==> src/rtl/pmic_pkg.sv <==
package pmic_pkg;

  localparam int REG_AW = 5;

  typedef enum logic [3:0] {
    SEL_ZERO, SEL_ID, SEL_PEND, SEL_MASK, SEL_CAL, SEL_ADC,
    SEL_SAMP, SEL_CC1, SEL_CC2, SEL_STAT, SEL_WDOG, SEL_BAD
  } reg_sel_e;

  // Register number to function; unlisted numbers are zero-reading stubs.
  function automatic reg_sel_e map_reg(input logic [REG_AW-1:0] a);
    reg_sel_e s;
    case (a)
      5'h00:   s = SEL_ID;
      5'h01:   s = SEL_PEND;
      5'h02:   s = SEL_MASK;
      5'h06:   s = SEL_CAL;
      5'h08:   s = SEL_ADC;
      5'h09:   s = SEL_SAMP;
      5'h0D:   s = SEL_CC1;
      5'h0E:   s = SEL_CC2;
      5'h16:   s = SEL_STAT;
      5'h17:   s = SEL_WDOG;
      5'h07, 5'h12, 5'h13, 5'h14, 5'h15: s = SEL_BAD;
      default: s = SEL_ZERO;
    endcase
    return s;
  endfunction

endpackage

==> src/rtl/pmic_decode.sv <==
module pmic_decode
  import pmic_pkg::*;
#(
  parameter int DEV_W    = 3,
  parameter int DEV_ADDR = 1
) (
  input  logic              valid_i,
  input  logic [DEV_W-1:0]  dev_i,
  input  logic              write_i,
  input  logic [REG_AW-1:0] reg_i,
  output logic              wr_stb_o,
  output logic              rd_stb_o,
  output logic              bad_o,
  output reg_sel_e          sel_o
);

  logic hit;

  always_comb begin
    hit      = valid_i && (dev_i == DEV_W'(DEV_ADDR));
    sel_o    = map_reg(reg_i);
    bad_o    = hit && (sel_o == SEL_BAD);
    wr_stb_o = hit && write_i  && (sel_o != SEL_BAD);
    rd_stb_o = hit && !write_i;
  end

endmodule

==> src/rtl/pmic_irq_ctrl.sv <==
module pmic_irq_ctrl #(
  parameter int N       = 16,
  parameter int ADC_BIT = 8,
  parameter int KEY_BIT = 0
) (
  input  logic         clk,
  input  logic         rst_n,
  input  logic         pend_wr_i,
  input  logic         mask_wr_i,
  input  logic [N-1:0] wdata_i,
  input  logic         adc_evt_i,
  input  logic         key_evt_i,
  output logic [N-1:0] pend_o,
  output logic [N-1:0] mask_o,
  output logic         irq_o
);

  logic [N-1:0] pend_q, pend_d, mask_q, mask_d;
  logic         pend_en;

  always_comb begin
    pend_en = pend_wr_i || adc_evt_i || key_evt_i;
    pend_d  = pend_q;
    if (pend_wr_i) pend_d = pend_q ^ wdata_i;
    // Hardware events are applied last so a same-cycle toggle cannot lose them.
    if (adc_evt_i) pend_d[ADC_BIT] = 1'b1;
    if (key_evt_i) pend_d[KEY_BIT] = 1'b1;
    mask_d = wdata_i;
  end

  always_ff @(posedge clk or negedge rst_n) begin
    if (!rst_n) begin
      pend_q <= '0;
      mask_q <= '1;
    end else begin
      if (pend_en)   pend_q <= pend_d;
      if (mask_wr_i) mask_q <= mask_d;
    end
  end

  assign pend_o = pend_q;
  assign mask_o = mask_q;
  assign irq_o  = |(pend_q & ~mask_q);

endmodule

==> src/rtl/pmic_key_status.sv <==
module pmic_key_status #(
  parameter int          W        = 16,
  parameter logic [15:0] STAT_RST = 16'h0020,
  parameter int          REL_BIT  = 5
) (
  input  logic         clk,
  input  logic         rst_n,
  input  logic         key_i,
  output logic         key_evt_o,
  output logic [W-1:0] status_o
);

  logic         key_q;
  logic [W-1:0] stat_q, stat_d;

  always_comb begin
    key_evt_o       = key_i ^ key_q;
    stat_d          = stat_q;
    stat_d[REL_BIT] = ~key_i;
  end

  always_ff @(posedge clk or negedge rst_n) begin
    if (!rst_n) begin
      key_q  <= 1'b0;
      stat_q <= W'(STAT_RST);
    end else begin
      key_q <= key_i;
      if (key_evt_o) stat_q <= stat_d;
    end
  end

  assign status_o = stat_q;

endmodule

==> src/rtl/pmic_regbank.sv <==
module pmic_regbank
  import pmic_pkg::*;
#(
  parameter int          DEV_W      = 3,
  parameter int          DEV_ADDR   = 1,
  parameter int          DATA_W     = 16,
  parameter int          ADC_W      = 10,
  parameter int          CHAN_W     = 4,
  parameter logic [15:0] ID_WORD    = 16'h0215,
  parameter int          VAR_BIT    = 7,
  parameter logic [15:0] CAL_RST    = 16'h0001,
  parameter logic [15:0] SAMP_RST   = 16'h00FF,
  parameter logic [15:0] STAT_RST   = 16'h0020,
  parameter int          WDOG_EN    = 1
) (
  input  logic              clk,
  input  logic              rst_n,
  input  logic              variant_i,
  input  logic              pwr_key_i,
  input  logic [ADC_W-1:0]  adc_data_i,
  input  logic              acc_valid_i,
  input  logic [DEV_W-1:0]  acc_dev_i,
  input  logic              acc_write_i,
  input  logic [REG_AW-1:0] acc_reg_i,
  input  logic [DATA_W-1:0] acc_wdata_i,
  output logic [DATA_W-1:0] acc_rdata_o,
  output logic              acc_err_o,
  output logic [CHAN_W-1:0] adc_chan_o,
  output logic              irq_o,
  output logic              shutdown_o
);

  localparam int PAD_W   = DATA_W - CHAN_W - ADC_W;
  localparam int ADC_BIT = 8;
  localparam int KEY_BIT = 0;
  localparam int REL_BIT = 5;

  // Reset synchronizer: asynchronous assert, synchronous release
  logic [1:0] rst_sync_q;
  logic       rst_int_n;

  always_ff @(posedge clk or negedge rst_n) begin
    if (!rst_n) rst_sync_q <= 2'b00;
    else        rst_sync_q <= {rst_sync_q[0], 1'b1};
  end
  assign rst_int_n = rst_sync_q[1];

  // Access decode
  logic     wr_stb, rd_stb, bad;
  reg_sel_e sel;

  pmic_decode #(.DEV_W(DEV_W), .DEV_ADDR(DEV_ADDR)) u_dec (
    .valid_i (acc_valid_i),
    .dev_i   (acc_dev_i),
    .write_i (acc_write_i),
    .reg_i   (acc_reg_i),
    .wr_stb_o(wr_stb),
    .rd_stb_o(rd_stb),
    .bad_o   (bad),
    .sel_o   (sel)
  );

  // Power key and status
  logic              key_evt;
  logic [DATA_W-1:0] status;

  pmic_key_status #(.W(DATA_W), .STAT_RST(STAT_RST), .REL_BIT(REL_BIT)) u_key (
    .clk      (clk),
    .rst_n    (rst_int_n),
    .key_i    (pwr_key_i),
    .key_evt_o(key_evt),
    .status_o (status)
  );

  // Interrupt pending / mask
  logic [DATA_W-1:0] pend_q, mask_q;
  logic              pend_wr, mask_wr, adc_wr;

  assign pend_wr = wr_stb && (sel == SEL_PEND);
  assign mask_wr = wr_stb && (sel == SEL_MASK);
  assign adc_wr  = wr_stb && (sel == SEL_ADC);

  pmic_irq_ctrl #(.N(DATA_W), .ADC_BIT(ADC_BIT), .KEY_BIT(KEY_BIT)) u_irq (
    .clk      (clk),
    .rst_n    (rst_int_n),
    .pend_wr_i(pend_wr),
    .mask_wr_i(mask_wr),
    .wdata_i  (acc_wdata_i),
    .adc_evt_i(adc_wr),
    .key_evt_i(key_evt),
    .pend_o   (pend_q),
    .mask_o   (mask_q),
    .irq_o    (irq_o)
  );

  // Local registers
  logic [DATA_W-1:0] cal_q, samp_q, cc1_q, cc2_q, rdata_q;
  logic [DATA_W-1:0] samp_d, rdata_d;
  logic [CHAN_W-1:0] chan_q, chan_d;
  logic              shut_q, shut_set, err_q;
  logic              cal_en, samp_en, cc1_en, cc2_en;

  always_comb begin
    cal_en   = wr_stb && (sel == SEL_CAL);
    samp_en  = wr_stb && (sel == SEL_SAMP);
    cc1_en   = wr_stb && (sel == SEL_CC1);
    cc2_en   = wr_stb && (sel == SEL_CC2);
    samp_d   = samp_q & ~acc_wdata_i;
    chan_d   = acc_wdata_i[ADC_W +: CHAN_W];
    shut_set = wr_stb && (sel == SEL_WDOG) && (acc_wdata_i == '0) && cc1_q[WDOG_EN];
  end

  // Read multiplexer
  always_comb begin
    case (sel)
      SEL_ID: begin
        rdata_d          = DATA_W'(ID_WORD);
        rdata_d[VAR_BIT] = rdata_d[VAR_BIT] | variant_i;
      end
      SEL_PEND: rdata_d = pend_q;
      SEL_MASK: rdata_d = mask_q;
      SEL_CAL:  rdata_d = cal_q;
      SEL_ADC:  rdata_d = {{PAD_W{1'b0}}, chan_q, adc_data_i};
      SEL_SAMP: rdata_d = samp_q;
      SEL_CC1:  rdata_d = cc1_q;
      SEL_CC2:  rdata_d = cc2_q;
      SEL_STAT: rdata_d = status;
      default:  rdata_d = '0;
    endcase
  end

  always_ff @(posedge clk or negedge rst_int_n) begin
    if (!rst_int_n) begin
      cal_q   <= DATA_W'(CAL_RST);
      samp_q  <= DATA_W'(SAMP_RST);
      cc1_q   <= '0;
      cc2_q   <= '0;
      chan_q  <= '0;
      shut_q  <= 1'b0;
      err_q   <= 1'b0;
      rdata_q <= '0;
    end else begin
      if (cal_en)   cal_q   <= acc_wdata_i;
      if (samp_en)  samp_q  <= samp_d;
      if (cc1_en)   cc1_q   <= acc_wdata_i;
      if (cc2_en)   cc2_q   <= acc_wdata_i;
      if (adc_wr)   chan_q  <= chan_d;
      if (shut_set) shut_q  <= 1'b1;
      if (rd_stb)   rdata_q <= rdata_d;
      err_q <= bad;
    end
  end

  assign acc_rdata_o = rdata_q;
  assign acc_err_o   = err_q;
  assign adc_chan_o  = chan_q;
  assign shutdown_o  = shut_q;

endmodule

==> config.mk <==
export PLATFORM = sky130hd
export DESIGN_NAME = pmic_regbank
export DESIGN_NICKNAME = d
export VERILOG_FILES = /design/src/rtl/pmic_pkg.sv /design/src/rtl/pmic_decode.sv /design/src/rtl/pmic_irq_ctrl.sv /design/src/rtl/pmic_key_status.sv /design/src/rtl/pmic_regbank.sv
export SDC_FILE = /design/constraint.sdc
export NUM_CORES = 1
export LEC_CHECK = 0
export BUFFER_PORTS_ARGS = -buffer_cell sky130_fd_sc_hd__buf_2
export CAP_MARGIN = 20
export CORE_MARGIN = 2
export CORE_UTILIZATION = 46
export CTS_CLUSTER_DIAMETER = 120
export DETAILED_ROUTE_END_ITERATION = 10
export PLACE_DENSITY = 0.67
export SKIP_LAST_GASP = 1
export SYNTH_ARGS = -nofsm -noshare
export SYNTH_HDL_FRONTEND = slang
export SYNTH_SLANG_ARGS = --single-unit
==> constraint.sdc <==
create_clock -name clk -period 3.6 [get_ports clk]
set_input_delay 0.18 -clock clk [delete_from_list [all_inputs] [get_ports clk]]
set_output_delay 0.18 -clock clk [all_outputs]
set_load 0.02 [all_outputs]
==> flow_summary.toml, run 1 <==
[worst_setup_path]
required_ns = 3.90
r2r_cells = 4
start_kind = "input port"
arrival_ns = 2.69
end_kind = "flip-flop"
path_max_fanout = 16
worstSetupPathType = "in2reg"

[placed_design]
portBuffers = 62
dpl.hpwl_um = 11110
globalplace.congestion = 0.8664
place_ws_ns = 0.8224

[sta]
finalSetupTns_ns = 0
finalCritPeriodShare_pct = 66.57
relSlewSlack_pct = 44.57
slew_violations = 0
fin_crit_ns = 2.397
setup_ws_ns = 1.203
skew_ns = 0.006060
rsz0062_at_grt = "no"
fmax_mhz = 417.3
tightest_slew_ns = 0.8315
hold_viol = 0
setup-violations-final = 0

[cts]
clk_latency_ns = 0.41
cts.hold.buffers_added = 2
clkSinkCount = 122
tritoncts = "done"
cts-buffers-inserted = 17
htree_levels = 4
postCtsSetupRepairBufs = 0
cts_resized = 0
clk_pin_slew_ns = 0.05
root_buffer = "clkbuf_16"
clk_path_buf_depth = 2

[finish]
drive_above_1_share_pct = 35.02
final_common_cell = "dfrtp_1"
areaGrowthSynthToFinish_pct = 17.45
nets = 644
final_cell_mix = "95 x dfrtp_1, 70 x mux2_2, 62 x buf_2"
diodes = 0
num-fill-cells = 1082

[run]
cap_violations = 0

[drt]
ant_nets = 0
drt-initial-drc-count = 461
routedWlPerCell_um = 21.39
vias_per_cell = 6.055
drc = 0
postRouteWirelength_um = 16750
firstDrtPassIters = 5
via_count = 4741

[outcome]
status = "complete, no violations"

[synthesis]
syn_area_per_cell_um2 = 11.42
ys_async_sr_fraction_pct = 100.0
syn-num-nets = 578
ys.flop_type = "dfrtp_1"
ys_ff_latch = 122
netlist_area_mm2 = 0.006075
synth-edff-count = 0
ys_warn_count = 0
synth_seq_area_share_pct = 50.79
yosysUniqueCellTypes = 66
syn_inst = 532

[pwr]
p_per_area_mw_per_mm2 = 491.3
p_leak_uw = 0.003225
ir_drop_mv = 0.2537

[global_route]
grt_use_met2_pct = 37.86
grt.overflow.total = 0
met3_usage_pct = 6.657
grt.busiest_layer = "met2"
grt_usage_pct = 24.70
grt_pass1_vias = 4777
antenna_found_initial = 0
use_met1_pct = 33.42
grt_max_degree = 84
grt_pass1_wl_um = 26630

[die]
ios = 63
row_count = 41
die_area_mm2 = 0.01414
coreArea_mm2 = 0.01277
die_h_um = 118.9
start_util_pct = 47.56
die_w_um = 118.9

[hold_path]
holdPathStages = 2
hold_path.class = "in2reg"
path summary, 6_finish.rpt:
check	from	endpoint	slack, ns
hold / removal	acc_wdata_i[5]	samp_q[5]$_DFFE_PN1P_	0.04
max in group asynchronous	rst_sync_q[1]$_DFF_PN0_	samp_q[4]$_DFFE_PN1P_	2.42
min in group asynchronous	rst_n	rst_sync_q[1]$_DFF_PN0_	0.08
setup / recovery	acc_reg_i[0]	cc1_q[9]$_DFFE_PN0P_	1.20
hold reg to reg	rst_sync_q[1]$_DFF_PN0_	acc_rdata_o[12]$_DFFE_PN0P_	0.31
setup reg to reg	samp_q[14]$_DFFE_PN0P_	acc_rdata_o[14]$_DFFE_PN0P_	2.31
through the flow:
step	instances	hold WS (ns)	total power [µW]	util [%]	cell area (µm²)
6_report	783	0.03552	3505	55.85	7134
3_5_place_dp	749	-0.03151	1939	51.37	6561
4_1_cts	783	0.01825	3519	55.85	7134
2_1_floorplan	532	-0.1156	1784	-	6076
3_3_place_gp	749	-0.03568	1928	51.37	6561
5_1_grt	783	0.03139	3631	55.85	7134
synth_stat cells, types with 3 or more instances:
library cell	number	area share [%]
a21boi_0	17	2.1
a21oi_1	27	2.2
a221o_1	3	0.49
a221oi_1	4	0.58
a22o_1	3	0.43
a22oi_1	7	0.87
a311oi_1	7	1.0
a31oi_1	4	0.41
a32o_1	6	0.99
a32oi_1	8	1.2
and3_1	5	0.51
buf_2	17	1.4
clkbuf_1	9	0.56
dfrtp_1	96	40
dfstp_2	26	11
ha_1	6	1.2
inv_1	21	1.3
mux2_2	70	13
mux2i_1	9	1.5
nand2_1	57	3.5
nand2_2	3	0.31
nand3_1	12	0.99
nand4_1	5	0.51
nor2_1	9	0.56
nor2b_1	4	0.41
nor3_1	5	0.41
nor4_1	5	0.51
o21ai_0	10	0.82
o21ai_1	5	0.41
o221a_2	3	0.56
o221ai_1	4	0.58
o22ai_1	7	0.72
o2bb2ai_1	3	0.43
xnor2_1	17	2.5
registers in the layout, indices dropped and copies added, names as in the netlist:
| name | cells |
|---|---|
| acc_rdata_o | 16 |
| cc2_q | 16 |
| shutdown_o | 1 |
| adc_chan_o | 4 |
| cal_q | 16 |
| rst_sync_q | 2 |
| u_irq.mask_o | 16 |
| samp_q | 16 |
| cc1_q | 16 |
| u_irq.pend_o | 16 |
| u_key.key_q | 1 |
| u_key.status_o | 1 |
| acc_err_o | 1 |
final cells by class:
class | count | area, µm² | area share (%)
Clock buffer | 31 | 548.0 | 7.682
Clock inverter | 1 | 5.005 | 0.07015
Inverter | 21 | 78.83 | 1.105
Multi-Input combinational cell | 358 | 2750 | 38.55
Sequential cell | 122 | 3089 | 43.30
Tap cell | 172 | 215.2 | 3.016
Timing Repair Buffer | 78 | 447.9 | 6.279
worst max-delay path: stages:
cell and delay, ns:
buf_2 0.13, inv_1 0.10, ha_1 0.20, mux2i_1 0.08, o221a_2 0.29, o21a_1 0.40
nor2_1 0.35, nand3_2 0.50, mux2_2 0.46
report_power, final:
group / switching, µW / internal, µW
combinational: 255 / 152
clock: 572 / 1010
sequential: 60.1 / 1460
routing by layer:
layer  wire length, µm  share of wire, %
met5                 0                 0
met4               332               2.0
met3              1396               8.3
met2              7853                47
met1              7164                43
logic make-up after synthesis:
group                    after synthesis  synth area share (%)
AO/OA/AOI/OAI                        135                 16.75
XOR/XNOR                              17                 2.451
flip-flops                           122                 50.79
multiplexers                          79                 14.46
adder cells (fa/ha/maj)                7                 1.401
other                                  1               0.06173
AND/OR/NAND/NOR                      119                 10.15
buffers and inverters                 52                 3.934
Note: power is estimated with default switching activity, not from simulation.
==> inputs of run 2 (changes only) <==
--- a/config.mk
+++ b/config.mk
@@ -11,7 +11,6 @@
 export CORE_UTILIZATION = 46
 export CTS_CLUSTER_DIAMETER = 120
 export DETAILED_ROUTE_END_ITERATION = 10
-export PLACE_DENSITY = 0.67
 export SKIP_LAST_GASP = 1
 export SYNTH_ARGS = -nofsm -noshare
 export SYNTH_HDL_FRONTEND = slang
==> constraint.sdc (replaced) <==
create_clock -name clk -period 2.35 [get_ports clk]
set_input_delay 0.1175 -clock clk [delete_from_list [all_inputs] [get_ports clk]]
set_output_delay 0.1175 -clock clk [all_outputs]
set_load 0.02 [all_outputs]
==> run 2 against run 1 <==
Against the previous run: combinational power up 75%; worst hold slack worse by 0.022 ns; sequential power up 52%; non-clock buffer count up 46; clock skew up 0.00072 ns; highest routed layer unchanged; via count up 3.5%; largest power group unchanged.
==> flow_summary.toml, run 2 (synthesis results as in run 1) <==
[worst_setup_path]
path_buf_inv = 4
required_ns = 2.69
cp_common_cell = "buf_4"
path_max_fanout = 9
critPathTopFamily = "compound AO/OA/AOI/OAI gates"
worstSetupPathType = "in2reg"
start_kind = "input port"
cpPeakStageDelay_ns = 0.38
arrival_ns = 2.33
end_kind = "flip-flop"
slowest_stage = "a311oi_2"
crit_chain = "buf_2 > inv_1 > ha_1 > a21oi_1 > a311oi_2 > buf_4 > nand2_1 > buf_4 > o31ai_1 > a311oi_1 > o21ai_1"

[cts]
tritoncts = "done"
clkSinkCount = 122
clk_pin_slew_ns = 0.05
htree_levels = 4
clk_path_buf_depth = 2
root_buffer = "clkbuf_16"
cts-buffers-inserted = 17
postCtsSetupRepairBufs = 0
clk_latency_ns = 0.42

[die]
die_area_mm2 = 0.01414
start_util_pct = 47.56
coreArea_mm2 = 0.01277
ios = 63
die_h_um = 118.9
die_w_um = 118.9
row_count = 41

[sta]
setup-violations-final = 0
finalCritPeriodShare_pct = 84.82
hold_viol = 0
timing.hold.ws_ns = 0.01391
setup_ws_ns = 0.3566
relSlewSlack_pct = 54.93
rsz0062_at_grt = "no"
slew_violations = 0
fin_crit_ns = 1.993
tightest_slew_ns = 0.6761
fmax_mhz = 501.7
skew_ns = 0.006781

[drt]
routedWlPerCell_um = 21.21
drc = 0
firstDrtPassIters = 5
vias_per_cell = 5.918
ant_nets = 0
via_count = 4906
postRouteWirelength_um = 17590
drt-initial-drc-count = 472

[global_route]
met3_usage_pct = 7.184
grt.overflow.total = 0
grt.busiest_layer = "met2"
grt_pass1_wl_um = 27790
antenna_found_initial = 0
grt_use_met2_pct = 39.58
grt_usage_pct = 25.84
use_met1_pct = 34.94
grt_pass1_vias = 4957
grt_max_degree = 121

[finish]
nets = 690
diodes = 0
areaGrowthSynthToFinish_pct = 25.09
final_cell_mix = "95 x dfrtp_1, 70 x mux2_2, 62 x buf_2"
drive_above_1_share_pct = 37.90
final_common_cell = "dfrtp_1"

[pwr]
p_per_area_mw_per_mm2 = 731.2
ir_drop_mv = 0.4708
p_leak_uw = 0.003477

[run]
cap_violations = 0

[placed_design]
place_ws_ns = -0.01886
globalplace.congestion = 0.8814
portBuffers = 62
dpl.hpwl_um = 12180

[outcome]
status = "complete, no violations"

[hold_path]
hold_path.class = "in2async"
run 2: changes by cell type in the layout (fill, tap and decap cells not counted), sizes merged:
cell	before	now
clkbuf	31	30
dlygate4sd3	2	10
bufinv	0	2
clkinv	1	0
buf	76	114
run 2: layout make-up:
class                   instances  area (µm²)
flip-flops and latches        122        3089
well taps                     172       215.2
multi-input cells             358        2750
clock inverters                 2       60.06
inverters                      21       78.83
repair buffers                124       900.9
fillers                      1127        5175
clock buffers                  30       504.2
run 2: final timing paths:
path	end	start	cells after the start	slack, ns
min	rst_sync_q[1]$_DFF_PN0_	rst_n	2	0.01
max	acc_rdata_o[15]$_DFFE_PN0P_	acc_reg_i[0]	11	0.36
max in group asynchronous	cc2_q[4]$_DFFE_PN0P_	rst_sync_q[1]$_DFF_PN0_	1	1.44
min reg2reg	rst_sync_q[1]$_DFF_PN0_	rst_sync_q[0]$_DFF_PN0_	0	0.35
max reg2reg	acc_rdata_o[7]$_DFFE_PN0P_	u_irq.pend_o[7]$_DFFE_PN0P_	5	1.06
min in group clk	samp_q[12]$_DFFE_PN0P_	acc_wdata_i[12]	2	0.02
run 2: per-stage QoR:
stage / area [µm²] / utilization, % / total power, µW / cells / setup TNS, ns
2_1_floorplan: 6076 / - / 2733 / 532 / 0
5_1_grt: 7599 / 59.49 / 5757 / 829 / 0
4_1_cts: 7599 / 59.49 / 5575 / 829 / 0
6_report: 7599 / 59.49 / 5556 / 829 / 0
3_5_place_dp: 6934 / 54.29 / 3041 / 787 / -0.03747
3_3_place_gp: 6934 / 54.29 / 3026 / 787 / -0.05146
run 2: per-layer routing:
metal / part of all wire, % / routed length [µm] / vias to the layer above
met5: 0 / 0 / -
met2: 46 / 8064 / 177
met4: 2.5 / 434 / 0
met3: 5.9 / 1044 / 36
met1: 46 / 8043 / 2496
li1: - / - / 2197
run 2: worst reg2reg max path, cell delays in order (launching register included):
cell     delay (ns)
dfrtp_1        0.39
inv_1          0.09
o21ai_0        0.11
a221o_1        0.31
a31oi_1        0.17
o21ai_0        0.10
run 2: what timing repair did:
item | in CTS | in global routing
hold buffers | 10 | 0
endpoints found under the hold margin | 12 | 0
gates resized for setup | 0 | 0
run 2: power breakdown:
part,total (µW),internal [µW],leakage [µW],switching [µW]
registers,2310,2230,0.00157,80.6
logic,714,294,0.00163,420
clock network,2530,1650,0.000271,881
total,5560,4170,0.00348,1380
